File: src/rtl/eprom_emu_pkg.sv
package eprom_emu_pkg;
    localparam int DW  = 16;
    localparam int BW  = 8;
    localparam int OEW = 3;

    localparam logic [BW-1:0] MFR_CODE = 8'h20;
    localparam logic [BW-1:0] DEV_CODE = 8'hB8;

    localparam logic [OEW-1:0] OE_NONE = 3'b000;
    localparam logic [OEW-1:0] OE_LOW  = 3'b001;
    localparam logic [OEW-1:0] OE_ALL  = 3'b111;

    typedef enum logic [2:0] {
        M_STANDBY,
        M_INHIBIT,
        M_DISABLE,
        M_PROGRAM,
        M_VERIFY,
        M_SIGNATURE,
        M_READ_WORD,
        M_READ_BYTE
    } mode_e;
endpackage

File: src/rtl/eprom_mode_dec.sv
module eprom_mode_dec
    import eprom_emu_pkg::*;
(
    input  logic  ce_n,
    input  logic  oe_n,
    input  logic  word_sel,
    input  logic  vpp_hi,
    input  logic  a9_hi,
    output mode_e mode
);
    always_comb begin
        if (ce_n) begin
            mode = vpp_hi ? M_INHIBIT : M_STANDBY;
        end else if (oe_n) begin
            mode = vpp_hi ? M_PROGRAM : M_DISABLE;
        end else if (vpp_hi) begin
            mode = M_VERIFY;
        end else if (a9_hi) begin
            mode = M_SIGNATURE;
        end else if (word_sel) begin
            mode = M_READ_WORD;
        end else begin
            mode = M_READ_BYTE;
        end
    end
endmodule

File: src/rtl/eprom_array.sv
module eprom_array
    import eprom_emu_pkg::*;
#(
    parameter int DEPTH = 16,
    localparam int AW = (DEPTH > 2) ? $clog2(DEPTH) : 1
) (
    input  logic          clk,
    input  logic          rst_n,
    input  logic          erase,
    input  mode_e         mode,
    input  logic [AW-1:0] addr,
    input  logic [DW-1:0] wr_word,
    output logic [DW-1:0] rd_word
);
    typedef struct packed {
        logic [DEPTH-1:0][DW-1:0] mem;
        logic                     armed;
    } arr_t;

    arr_t s_d, s_q;

    always_comb begin
        s_d = s_q;
        s_d.armed = (mode == M_PROGRAM);
        if (erase) begin
            s_d.mem   = '1;
            s_d.armed = 1'b0;
        end else if (s_q.armed && (mode == M_INHIBIT)) begin
            s_d.mem[addr] = s_q.mem[addr] & wr_word;
        end
    end

    always_ff @(posedge clk or negedge rst_n) begin
        if (!rst_n) begin
            s_q.mem   <= '1;
            s_q.armed <= 1'b0;
        end else begin
            s_q <= s_d;
        end
    end

    assign rd_word = s_q.mem[addr];
endmodule

File: src/rtl/eprom_out_stage.sv
module eprom_out_stage
    import eprom_emu_pkg::*;
(
    input  logic           clk,
    input  logic           rst_n,
    input  mode_e          mode,
    input  logic           word_sel,
    input  logic           a0,
    input  logic           half_sel,
    input  logic [DW-1:0]  rd_word,
    output logic [DW-1:0]  dq_out,
    output logic [OEW-1:0] dq_oe
);
    typedef struct packed {
        logic [DW-1:0]  dq;
        logic [OEW-1:0] oe;
    } out_t;

    out_t o_d, o_q;

    always_comb begin
        o_d = '0;
        unique case (mode)
            M_READ_WORD, M_VERIFY: begin
                o_d.dq = rd_word;
                o_d.oe = OE_ALL;
            end
            M_READ_BYTE: begin
                o_d.dq = {{BW{1'b0}}, half_sel ? rd_word[DW-1:BW] : rd_word[BW-1:0]};
                o_d.oe = OE_LOW;
            end
            M_SIGNATURE: begin
                o_d.dq = {{BW{1'b0}}, a0 ? DEV_CODE : MFR_CODE};
                o_d.oe = word_sel ? OE_ALL : OE_LOW;
            end
            default: o_d = '0;
        endcase
    end

    always_ff @(posedge clk or negedge rst_n) begin
        if (!rst_n) begin
            o_q <= '0;
        end else begin
            o_q <= o_d;
        end
    end

    assign dq_out = o_q.dq;
    assign dq_oe  = o_q.oe;
endmodule

File: src/rtl/eprom_emu.sv
module eprom_emu
    import eprom_emu_pkg::*;
#(
    parameter int DEPTH = 16,
    localparam int AW = (DEPTH > 2) ? $clog2(DEPTH) : 1
) (
    input  logic           clk,
    input  logic           rst_n,
    input  logic           erase,
    input  logic           ce_n,
    input  logic           oe_n,
    input  logic           word_sel,
    input  logic           vpp_hi,
    input  logic           a9_hi,
    input  logic [AW-1:0]  addr,
    input  logic [15:0]    dq_in,
    output logic [15:0]    dq_out,
    output logic [2:0]     dq_oe
);
    mode_e         mode;
    logic [DW-1:0] rd_word;

    eprom_mode_dec u_dec (
        .ce_n     (ce_n),
        .oe_n     (oe_n),
        .word_sel (word_sel),
        .vpp_hi   (vpp_hi),
        .a9_hi    (a9_hi),
        .mode     (mode)
    );

    eprom_array #(.DEPTH(DEPTH)) u_arr (
        .clk     (clk),
        .rst_n   (rst_n),
        .erase   (erase),
        .mode    (mode),
        .addr    (addr),
        .wr_word (dq_in),
        .rd_word (rd_word)
    );

    eprom_out_stage u_out (
        .clk      (clk),
        .rst_n    (rst_n),
        .mode     (mode),
        .word_sel (word_sel),
        .a0       (addr[0]),
        .half_sel (dq_in[DW-1]),
        .rd_word  (rd_word),
        .dq_out   (dq_out),
        .dq_oe    (dq_oe)
    );
endmodule

File: config.mk
export PLATFORM = sky130hd
export DESIGN_NAME = eprom_emu
export DESIGN_NICKNAME = d
export VERILOG_FILES = /design/src/rtl/eprom_emu_pkg.sv /design/src/rtl/eprom_mode_dec.sv /design/src/rtl/eprom_array.sv /design/src/rtl/eprom_out_stage.sv /design/src/rtl/eprom_emu.sv
export SDC_FILE = /design/constraint.sdc
export NUM_CORES = 1
export LEC_CHECK = 0
export ABC_AREA = 1
export BUFFER_PORTS_ARGS = -buffer_cell sky130_fd_sc_hd__buf_4
export CAP_MARGIN = 0
export CELL_PAD_IN_SITES_DETAIL_PLACEMENT = 0
export CELL_PAD_IN_SITES_GLOBAL_PLACEMENT = 1
export CORE_UTILIZATION = 38
export CTS_CLUSTER_DIAMETER = 40
export CTS_CLUSTER_SIZE = 8
export DETAILED_ROUTE_END_ITERATION = 16
export GPL_TIMING_DRIVEN = 0
export PLACE_DENSITY = 0.67
export SYNTH_ARGS = -nofsm -noshare
export SYNTH_HDL_FRONTEND = slang
export SYNTH_HIERARCHICAL = 1
export SYNTH_SLANG_ARGS = --single-unit
File: constraint.sdc
create_clock -name clk -period 4.06 [get_ports clk]
set_input_delay 0.406 -clock clk [delete_from_list [all_inputs] [get_ports clk]]
set_output_delay 0.406 -clock clk [all_outputs]
set_load 0.01 [all_outputs]
==> impl_metrics.prom <==
# TYPE chip_impl_metric gauge
chip_impl_metric{name="ctsResizeCount",unit=""} 0
chip_impl_metric{name="timing.critical_path.slowest_cell_delay",unit="ns"} 0.50
chip_impl_info{name="rsz0062_at_grt",value="no"} 1
chip_impl_metric{name="grt_pass1_wl",unit="µm"} 87700
chip_impl_metric{name="async_reset_ff_share",unit="%"} 100
chip_impl_metric{name="via_count",unit=""} 14500
chip_impl_metric{name="synthesis.nets",unit=""} 2106
chip_impl_info{name="cpLargestDelayFamily",value="simple AND/OR/NAND/NOR gates"} 1
chip_impl_metric{name="finalClockSkew",unit="ns"} 0.0116
chip_impl_metric{name="cts.htree.levels",unit=""} 2
chip_impl_info{name="critical_path.slowest_cell",value="sky130_fd_sc_hd__clkbuf_1"} 1
chip_impl_metric{name="pwr_density_cell",unit="mW/mm²"} 518
chip_impl_metric{name="path_buf_inv",unit=""} 3
chip_impl_metric{name="post_synth_inst_count",unit=""} 2078
chip_impl_metric{name="post-layout-total-power",unit="W"} 0.00943
chip_impl_metric{name="dr.first_iter.drc_count",unit=""} 1316
chip_impl_metric{name="syn-mean-instance-area",unit="µm²"} 7.30
chip_impl_metric{name="starting_utilization_of_the_core_area",unit="%"} 38.9
chip_impl_metric{name="drc_errors",unit=""} 0
chip_impl_metric{name="synth_cell_type_count",unit=""} 23
chip_impl_info{name="ys.flop_type",value="sky130_fd_sc_hd__dfstp_2"} 1
chip_impl_metric{name="drt_pre_antenna_iters",unit=""} 5
chip_impl_metric{name="fin_crit",unit="ns"} 2.34
chip_impl_metric{name="placedInstanceArea",unit="mm²"} 0.0161
chip_impl_metric{name="grt_start_max_net_pins",unit=""} 106
chip_impl_metric{name="synth_seq_area_share",unit="%"} 47.5
chip_impl_metric{name="synthesis.area",unit="mm²"} 0.0152
chip_impl_metric{name="worstMarginPinSlew",unit="ns"} 0.947
chip_impl_metric{name="critPathMaxFanout",unit=""} 10
chip_impl_metric{name="ys_ff_latch",unit=""} 275
chip_impl_metric{name="worst-endpoint-arrival",unit="ns"} 2.86
chip_impl_metric{name="die_y",unit="µm"} 202
chip_impl_metric{name="worst_skew_pair.late_latency",unit="ns"} 0.60
chip_impl_info{name="clock-root-buffer",value="sky130_fd_sc_hd__clkbuf_16"} 1
chip_impl_metric{name="num-fill-cells",unit=""} 4008
chip_impl_metric{name="clockBufferDepth",unit=""} 3
chip_impl_metric{name="ios",unit=""} 47
chip_impl_info{name="worstSetupPathType",value="in -> reg"} 1
chip_impl_metric{name="core_region_area",unit="mm²"} 0.0390
chip_impl_metric{name="dp.final_hpwl",unit="µm"} 40800
chip_impl_metric{name="vdd_ir_drop_max",unit="mV"} 0.303
chip_impl_metric{name="max-slew-margin-rel",unit="%"} 36.9
chip_impl_metric{name="yosysWarnings",unit=""} 6
chip_impl_metric{name="cts_buffers",unit=""} 58
chip_impl_metric{name="synth_enable_flop_cells",unit=""} 0
chip_impl_metric{name="drive_gt1_share",unit="%"} 25.4
chip_impl_metric{name="whs_path_depth",unit=""} 3
chip_impl_info{name="crit_path_end_kind",value="flop"} 1
chip_impl_info{name="hold_path_startpoint",value="oe_n"} 1
chip_impl_info{name="crit_path_start_kind",value="input port"} 1
chip_impl_metric{name="avgRoutedWirePerCell",unit="µm"} 21.0
chip_impl_metric{name="final_min_period_over_clock_period",unit="%"} 57.6
chip_impl_metric{name="post-place-cells",unit=""} 2628
chip_impl_metric{name="syn_to_final_growth",unit="%"} 19.9
chip_impl_info{name="hold_path_end",value="u_out/dq_oe[0]"} 1
chip_impl_metric{name="postRouteAntennaNets",unit=""} 0
chip_impl_metric{name="maxSlewViolCount",unit=""} 0
chip_impl_metric{name="cts.clk_slew.worst_paths",unit="ns"} 0.05
chip_impl_metric{name="fin_area",unit="mm²"} 0.0182
chip_impl_metric{name="first_global_vias",unit=""} 14200
chip_impl_metric{name="final_number_of_hold_violating_endpoints",unit=""} 0
chip_impl_info{name="worst_r2r_startpoint",value="u_arr/s_q[0]"} 1
chip_impl_metric{name="worst_ep_required_time",unit="ns"} 4.59
chip_impl_info{name="status",value="complete, no violations"} 1
chip_impl_metric{name="cellLeakagePower",unit="nW"} 8.32
chip_impl_metric{name="drt-vias-per-instance",unit=""} 5.30
chip_impl_info{name="worstHoldPathType",value="in -> reg"} 1
chip_impl_info{name="path_cells",value="buf_4 > nor2_2 > nand3_1 > nand2_1 > nand4_4 > buf_6 > nor2_4 > clkbuf_1 > nand3_1 > nand2_1"} 1
chip_impl_info{name="rr_endpoint",value="u_arr/s_q[71]"} 1
chip_impl_metric{name="overflow",unit=""} 0
chip_impl_metric{name="ff_to_ff_path_depth",unit=""} 7
chip_impl_metric{name="initial_antenna_violation_count",unit=""} 0
chip_impl_metric{name="clock.fmax",unit="MHz"} 428
chip_impl_metric{name="nNetsFinal",unit=""} 2199
chip_impl_metric{name="floorplan.die.width",unit="µm"} 202
chip_impl_info{name="cts_tree",value="built"} 1
chip_impl_metric{name="io_buffer_count",unit=""} 30
chip_impl_metric{name="die_footprint",unit="mm²"} 0.0407
chip_impl_metric{name="finalSetupTns",unit="ns"} 0
chip_impl_metric{name="cts.sinks",unit=""} 275
chip_impl_metric{name="final_routed_wirelength_across_all_metal_layers",unit="µm"} 57400
chip_impl_metric{name="final-instance-count-excl-fill",unit=""} 2736
chip_impl_metric{name="total_of_max_cap_violations",unit=""} 0
chip_impl_metric{name="globalplace.congestion",unit=""} 0.867
chip_impl_metric{name="setup_viol",unit=""} 0
chip_impl_metric{name="global_route_total_usage_across_every_layer",unit="%"} 28.7
chip_impl_metric{name="timing.reg2reg.setup_slack",unit="ns"} 1.95
chip_impl_metric{name="rows",unit=""} 72
chip_impl_metric{name="antenna_cells_inserted",unit=""} 0
-- synth_stat cells (15+ instances only) --
cell | n | area [µm²]
sky130_fd_sc_hd__a21oi_1 | 257 | 1290
sky130_fd_sc_hd__buf_1 | 20 | 75.1
sky130_fd_sc_hd__buf_2 | 51 | 255
sky130_fd_sc_hd__buf_4 | 29 | 218
sky130_fd_sc_hd__clkbuf_1 | 58 | 218
sky130_fd_sc_hd__dfrtp_1 | 19 | 475
sky130_fd_sc_hd__dfstp_2 | 256 | 6730
sky130_fd_sc_hd__inv_1 | 16 | 60.1
sky130_fd_sc_hd__inv_2 | 37 | 139
sky130_fd_sc_hd__nand2_1 | 995 | 3730
sky130_fd_sc_hd__nand2_4 | 16 | 180
sky130_fd_sc_hd__nand3_1 | 263 | 1320
sky130_fd_sc_hd__nor2_2 | 21 | 131
sky130_fd_sc_hd__nor2_4 | 15 | 169
-- cell families after synthesis --
| group | count (synthesis) | synth area share, % |
|---|---|---|
| and+or+nand+nor | 1326 | 37.1 |
| DFF | 275 | 47.5 |
| AOI/OAI and AO/OA | 258 | 8.52 |
| buffers and inverters | 219 | 6.87 |
-- worst max path at each step --
stage | from | to | slack (ns) | cells after the start
after floorplan | ce_n | u_arr/s_q[10] | 1.93 | 10
after global placement | rst_n | u_out/dq_oe[0] | 0.10 | 1
after detailed placement | ce_n | u_arr/s_q[70] | 1.21 | 10
after CTS | ce_n | u_arr/s_q[5] | 1.82 | 11
after global routing | ce_n | u_arr/s_q[12] | 1.61 | 10
final | ce_n | u_arr/s_q[70] | 1.72 | 10
-- what timing repair did --
item / CTS / global route
buffers inserted: 0 / 0
endpoints found under the hold margin: 3 / 0
hold buffers: 1 / 0
-- through the flow --
stage / setup slack, ns / util, % / hold WS, ns
finish: 1.72 / 46.6 / 0.115
global route: 1.61 / 46.6 / 0.122
CTS: 1.82 / 46.6 / 0.0901
detailed placement: 1.21 / 41.3 / 0.399
global placement: 0.103 / 41.1 / 0.536
floorplan: 1.93 / - / 0.110
-- state kept, by name (all words and copies together), names as in the netlist --
name / flops
u_arr/s_q: 257
u_out/dq_oe: 2
u_out/dq_out: 16
-- cell type report --
type                            instances  area, µm²  area share [%]
Buffer                                164        833            4.58
Sequential cell                       275       7200            39.6
Inverter                               55        209            1.15
Timing Repair Buffer                   33        298            1.64
Clock buffer                           75       1610            8.84
Clock inverter                         32        469            2.58
Tap cell                              518        648            3.56
Multi-Input combinational cell       1584       6920            38.0
-- worst min-delay path, cell delays in order --
cell,delay [ns]
sky130_fd_sc_hd__buf_4,0.09
sky130_fd_sc_hd__nor2_2,0.07
sky130_fd_sc_hd__clkbuf_1,0.09
-- report_power, final --
group	internal (W)	switching [W]
Clock	0.00346	0.00159
Sequential	0.00306	0.0000965
Combinational	0.000336	0.000885
-- routing by layer --
layer	up-vias	part of all wire [%]	routed length, µm	GRT usage (%)
met5	-	0	0	0
met4	0	2.3	1330	7.58
met3	95	6.7	3870	5.36
met2	479	45	25900	44.9
met1	7105	46	26300	40.5
li1	6830	-	-	-
-- cells in the final DEF (no fill, tap or decap), types with 2 or more instances in the layout --
| cell | instances |
|---|---|
| sky130_fd_sc_hd__inv_2 | 37 |
| sky130_fd_sc_hd__buf_2 | 51 |
| sky130_fd_sc_hd__clkinv_2 | 9 |
| sky130_fd_sc_hd__nand2_4 | 16 |
| sky130_fd_sc_hd__buf_1 | 20 |
| sky130_fd_sc_hd__clkinvlp_4 | 9 |
| sky130_fd_sc_hd__buf_6 | 6 |
| sky130_fd_sc_hd__nand2_1 | 995 |
| sky130_fd_sc_hd__clkbuf_1 | 67 |
| sky130_fd_sc_hd__nor2_1 | 12 |
| sky130_fd_sc_hd__clkinv_4 | 2 |
| sky130_fd_sc_hd__nor2_4 | 15 |
| sky130_fd_sc_hd__nand3_1 | 263 |
| sky130_fd_sc_hd__inv_1 | 16 |
| sky130_fd_sc_hd__clkbuf_8 | 7 |
| sky130_fd_sc_hd__buf_16 | 2 |
| sky130_fd_sc_hd__a21oi_1 | 257 |
| sky130_fd_sc_hd__nor2_2 | 21 |
| sky130_fd_sc_hd__dfstp_2 | 256 |
| sky130_fd_sc_hd__dfrtp_1 | 19 |
| sky130_fd_sc_hd__bufinv_16 | 11 |
| sky130_fd_sc_hd__buf_4 | 58 |
| sky130_fd_sc_hd__clkbuf_16 | 59 |
Power figures use the tool's default switching activity.
